[src/rtl/hzc_pkg.sv]
// Package: shared control-bundle type for the stall/flush controller.
// Assumes: all fields are single-bit enables, active high.
package hzc_pkg;
    typedef struct packed {
        logic pc_we;
        logic fd_we;
        logic bubble;
        logic flush;
        logic redirect;
    } hz_ctl_t;
endpackage

[src/rtl/load_use_detect.sv]
// Module: load_use_detect
// Detects a load in execute whose destination is a source of the decode
// instruction. Assumes register 0 is hard-wired and never a real dependency.
module load_use_detect #(
    parameter int REG_AW = 5
) (
    input  logic              clk,
    input  logic              rst_n,
    input  logic              ex_is_load,
    input  logic [REG_AW-1:0] ex_dst,
    input  logic [REG_AW-1:0] dec_src_a,
    input  logic [REG_AW-1:0] dec_src_b,
    output logic              stall
);
    localparam logic [REG_AW-1:0] ZERO_REG = '0;

    logic hit_a;
    logic hit_b;
    logic dst_live;

    // Purpose: compare the load destination against both source fields.
    always_comb begin
        dst_live = (ex_dst != ZERO_REG);
        hit_a    = (ex_dst == dec_src_a);
        hit_b    = (ex_dst == dec_src_b);
        stall    = ex_is_load && dst_live && (hit_a || hit_b);
    end

    // register 0 as destination never stalls
    a_r3_zero_dst_no_stall: assert property (@(posedge clk) disable iff (!rst_n)
        (ex_dst == ZERO_REG) |-> !stall);

    // no load in execute, no stall
    a_r1_no_load_no_stall: assert property (@(posedge clk) disable iff (!rst_n)
        !ex_is_load |-> !stall);
endmodule

[src/rtl/branch_resolve.sv]
// Module: branch_resolve
// Decides in decode whether control flow leaves the fall-through path.
// Compares the operands for equality, either flat or as lanes whose results
// are AND-reduced. Assumes XLEN is a multiple of LANE_W when SPLIT_CMP=1.
module branch_resolve #(
    parameter int XLEN      = 32,
    parameter bit SPLIT_CMP = 1'b1,
    parameter int LANE_W    = 8
) (
    input  logic            clk,
    input  logic            rst_n,
    input  logic            dec_branch,
    input  logic            dec_jump,
    input  logic [XLEN-1:0] opnd_a,
    input  logic [XLEN-1:0] opnd_b,
    output logic            take
);
    localparam int NLANES = (XLEN + LANE_W - 1) / LANE_W;

    logic ops_equal;

    generate
        if (SPLIT_CMP) begin : g_lanes
            logic [NLANES-1:0] lane_eq;
            for (genvar i = 0; i < NLANES; i++) begin : g_lane
                // Purpose: equality of one operand lane.
                always_comb lane_eq[i] = (opnd_a[i*LANE_W +: LANE_W] == opnd_b[i*LANE_W +: LANE_W]);
            end
            // Purpose: combine lane results into the full equality.
            always_comb ops_equal = &lane_eq;
        end else begin : g_flat
            // Purpose: single wide equality comparison.
            always_comb ops_equal = (opnd_a == opnd_b);
        end
    endgenerate

    // Purpose: raw redirect request before stall arbitration.
    always_comb take = dec_jump || (dec_branch && ops_equal);

    // a branch with differing operands does not request a redirect
    a_r5_unequal_not_taken: assert property (@(posedge clk) disable iff (!rst_n)
        (dec_branch && !dec_jump && (opnd_a != opnd_b)) |-> !take);

    // a jump always requests a redirect
    a_r6_jump_requests: assert property (@(posedge clk) disable iff (!rst_n)
        dec_jump |-> take);
endmodule

[src/rtl/hazard_arbiter.sv]
// Module: hazard_arbiter
// Combines the stall and redirect requests into the control bundle.
// The stall has priority: a stalled decode instruction is never redirected.
module hazard_arbiter
    import hzc_pkg::*;
(
    input  logic    stall,
    input  logic    take,
    output hz_ctl_t ctl
);
    // Purpose: prioritise stall over redirect and form the enables.
    always_comb begin
        ctl.bubble   = stall;
        ctl.pc_we    = !stall;
        ctl.fd_we    = !stall;
        ctl.redirect = take && !stall;
        ctl.flush    = take && !stall;
    end
endmodule

[src/rtl/stall_flush_ctrl.sv]
// Module: stall_flush_ctrl (top)
// Load-use stall generation plus decode-stage branch/jump resolution.
// Outputs are combinational; the pipeline registers act on them at the next
// rising edge. clk/rst_n only sample the embedded checks.
module stall_flush_ctrl
    import hzc_pkg::*;
#(
    parameter int REG_AW    = 5,
    parameter int XLEN      = 32,
    parameter bit SPLIT_CMP = 1'b1,
    parameter int LANE_W    = 8
) (
    input  logic              clk,
    input  logic              rst_n,
    input  logic              ex_is_load,
    input  logic [REG_AW-1:0] ex_dst,
    input  logic [REG_AW-1:0] dec_src_a,
    input  logic [REG_AW-1:0] dec_src_b,
    input  logic              dec_branch,
    input  logic              dec_jump,
    input  logic [XLEN-1:0]   dec_opnd_a,
    input  logic [XLEN-1:0]   dec_opnd_b,
    output logic              pc_we,
    output logic              fd_we,
    output logic              bubble_sel,
    output logic              fd_flush,
    output logic              redirect
);
    logic    stall;
    logic    take;
    hz_ctl_t ctl;

    load_use_detect #(.REG_AW(REG_AW)) i_detect (
        .clk(clk), .rst_n(rst_n),
        .ex_is_load(ex_is_load), .ex_dst(ex_dst),
        .dec_src_a(dec_src_a), .dec_src_b(dec_src_b),
        .stall(stall)
    );

    branch_resolve #(.XLEN(XLEN), .SPLIT_CMP(SPLIT_CMP), .LANE_W(LANE_W)) i_resolve (
        .clk(clk), .rst_n(rst_n),
        .dec_branch(dec_branch), .dec_jump(dec_jump),
        .opnd_a(dec_opnd_a), .opnd_b(dec_opnd_b),
        .take(take)
    );

    hazard_arbiter i_arb (
        .stall(stall), .take(take), .ctl(ctl)
    );

    // Purpose: drive the ports from the arbitrated bundle.
    always_comb begin
        pc_we      = ctl.pc_we;
        fd_we      = ctl.fd_we;
        bubble_sel = ctl.bubble;
        fd_flush   = ctl.flush;
        redirect   = ctl.redirect;
    end

    // a bubble freezes the PC and fetch/decode register
    a_r2_hold_on_bubble: assert property (@(posedge clk) disable iff (!rst_n)
        bubble_sel |-> (!pc_we && !fd_we));

    // no redirect or flush while stalled
    a_r7_stall_blocks_redirect: assert property (@(posedge clk) disable iff (!rst_n)
        bubble_sel |-> (!redirect && !fd_flush));

    // a flush comes with redirect and advancing enables
    a_r8_flush_advances: assert property (@(posedge clk) disable iff (!rst_n)
        fd_flush |-> (redirect && pc_we && fd_we));

    // no control-transfer instruction, no redirect
    a_r9_idle_no_redirect: assert property (@(posedge clk) disable iff (!rst_n)
        (!dec_branch && !dec_jump) |-> (!redirect && !fd_flush));
endmodule

[config.mk]
export PLATFORM = sky130hd
export DESIGN_NAME = stall_flush_ctrl
export DESIGN_NICKNAME = d
export VERILOG_FILES = /design/src/rtl/hzc_pkg.sv /design/src/rtl/load_use_detect.sv /design/src/rtl/branch_resolve.sv /design/src/rtl/hazard_arbiter.sv /design/src/rtl/stall_flush_ctrl.sv
export SDC_FILE = /design/constraint.sdc
export NUM_CORES = 1
export LEC_CHECK = 0
export BUFFER_PORTS_ARGS = -buffer_cell sky130_fd_sc_hd__buf_2
export CAP_MARGIN = 25
export CORE_AREA = 2 2 46 48
export DETAILED_ROUTE_END_ITERATION = 8
export DIE_AREA = 0 0 48 50
export PLACE_DENSITY = 0.89
export SYNTH_ARGS = -nofsm -noshare
export SYNTH_HDL_FRONTEND = slang
export SYNTH_SLANG_ARGS = --single-unit
export TNS_END_PERCENT = 50
[constraint.sdc]
create_clock -name vclk -period 1.29
set_input_delay 0.0645 -clock vclk [all_inputs]
set_output_delay 0.0645 -clock vclk [all_outputs]
set_load 0.01 [all_outputs]
==> impl_metrics.toml <==
[route]
vias_per_cell = 4.466
postRouteAntennaNets = 0
vias = 795
drt_iter0_drc = 7
remaining_drc_errors = 0
wire_per_inst_um = 12.66
dr.pass1.iters = 3
wl_um = 2253

[synth]
synth-compound-area-share_pct = 6.190
yosys-top-cells-count = "xnor2_1, xor2_1, nand4_1, nor4_1, nor3_1"
syn_area_um2 = 525.5
seq_area_frac_synth_pct = 0
synth_top_family_by_area = "XOR/XNOR gates"
yosysWarningCount = 0
synthSimpleGateAreaFrac_pct = 20.24
yosys.area.top_type = "xnor2_1"
avgSynthCellArea_um2 = 8.211
post_synth_fa_ha_maj_area_fraction_pct = 0
syn_inst = 64
synth.area.top_cells = "xnor2_1, xor2_1, nand4_1, nor4_1, nand3_2"
synthesis.nets = 148
synth_xor_area_share_pct = 70.00
synth.mux.area_fraction_pct = 0
yosysUniqueCellTypes = 14
synth_top_area_share_pct = 35.00

[die]
die_x_um = 48
start_util_pct = 27.63
placeableCoreArea_um2 = 1902
placementRows = 16
die_h_um = 50
num_io_pins = 89
dieArea_um2 = 2400

[final_layout]
nClkBuffers = 0
diodes = 0
final_core_util_pct = 59.67
nets = 237
final_cells = 178
seq_cells = 0
layout-drive-gt1-share_pct = 70.86
area_delta_synth_final_pct = 116.0
seq_area_um2 = 0
fill_cells = 157
multi_input_area_um2 = 584.3

[timing]
rsz0062_at_grt = "yes"
tightest_slew_ns = 0.2969
fin_ws_ns = -0.08474
holdWs_ns = 0.5878
period_share_pct = 106.6
slew_viol_final = 0
setup_viol = 2
slew_headroom_pct = 80.04
finalHoldViolCount = 0
period_minus_slack_ns = 1.375
fmax_mhz = 727.4
finalSetupTns_ns = -0.1684

[setup_path]
arrival_ns = 1.31
critPathBufInv = 2
path_class = "in -> out"
crit_fanout = 2
endpoint_kind = "output port"
cp_slowest_cell = "nor4_2"
crit_chain = "buf_2, xnor2_1, nand4_1, nor4_2, a41oi_2, nor3_2, buf_2"
start_kind = "input pin"
max_stage_delay_ns = 0.29
crit_family = "simple AND/OR/NAND/NOR gates"
crit_path_frequent_cell = "buf_2"
cp.required_ns = 1.23

[power]
p_per_area_nw_per_um2 = 313.0
ir_drop_uv = 130.0
leakage_nw = 0.5690

[grt]
antenna_found_initial = 0
grt_start_max_net_pins = 4
grt_overflow_total = 0
grt_pass1_wl_um = 2511
grt_pass1_vias = 759
track_usage_pct = 13.68

[job]
maxCapViolCount = 0

[clock_network]
cts_hold_buffers = 0
postCtsSetupRepairBufs = 0

[placed_design]
dp_hpwl_um = 1697
buffer_ports.inserted = 87
placed_cells = 178
place_congestion = 0.6517

[outcome]
violations = "negative setup slack"
status = "complete, but fails checks"

[worst_hold_path]
min_path_type = "in -> out"
==> tightest hold or removal path, delay by kind of cell <==
kind | cells | cell delay [ns]
buffers and inverters | 3 | 0.36
AOI/OAI and AO/OA | 2 | 0.09
==> path summary, 6_finish.rpt <==
path	depth (start not counted)	slack, ns	from	to
hold / removal	5	0.59	ex_is_load	bubble_sel
setup / recovery	7	-0.08	dec_opnd_b[0]	fd_flush
==> timing repair <==
action | 4_1_cts | 5_1_grt
resized for setup | 3 | 20
pin swaps | 9 | 11
setup endpoints to repair | 2 | 5
==> cell families after synthesis <==
| group | count (synthesis) |
|---|---|
| AO/OA/AOI/OAI | 4 |
| AND/OR/NAND/NOR | 15 |
| buffers and inverters | 3 |
| XOR/XNOR | 42 |
==> stage by stage <==
step,power [mW],instance area [um2],setup slack (ns)
after floorplan,0.1310,525.5,0.001320
after global placement,0.2910,994.7,-0.01312
after detailed placement,0.2962,994.7,-0.04091
after CTS,0.3032,1013,0.001410
after global routing,0.3832,1135,-0.1375
final,0.3552,1135,-0.08474
==> layout by cell type, fill, tap and decap left out <==
cell,count
a21oi_2,1
a31oi_1,1
a41oi_2,1
buf_2,77
buf_4,2
buf_6,10
inv_2,1
nand3_2,2
nand4_1,4
nor3_1,2
nor3_2,2
nor4_1,2
nor4_2,2
o21ai_2,1
or4_4,1
xnor2_1,14
xnor2_2,7
xor2_1,21
==> final cells by class <==
class                      instances  share of cell area (%)
inverter                           1                  0.3308
tap                               27                   2.977
timing repair buffer              89                   45.20
multi-input combinational         61                   51.49
==> layer usage <==
metal,vias to the layer above,share of wire [%],global-route usage (%)
met2,56,51,30.00
met3,0,16,6.960
li1,395,-,-
met5,-,0,0
met4,0,0,0
met1,344,33,9.348
==> power breakdown <==
group          internal (mW)  leakage [nW]  switching (mW)
clock network              0             0               0
logic                  0.212         0.569           0.143
registers                  0             0               0
total                  0.212         0.569           0.143
Note: power is estimated with default switching activity, not from simulation.
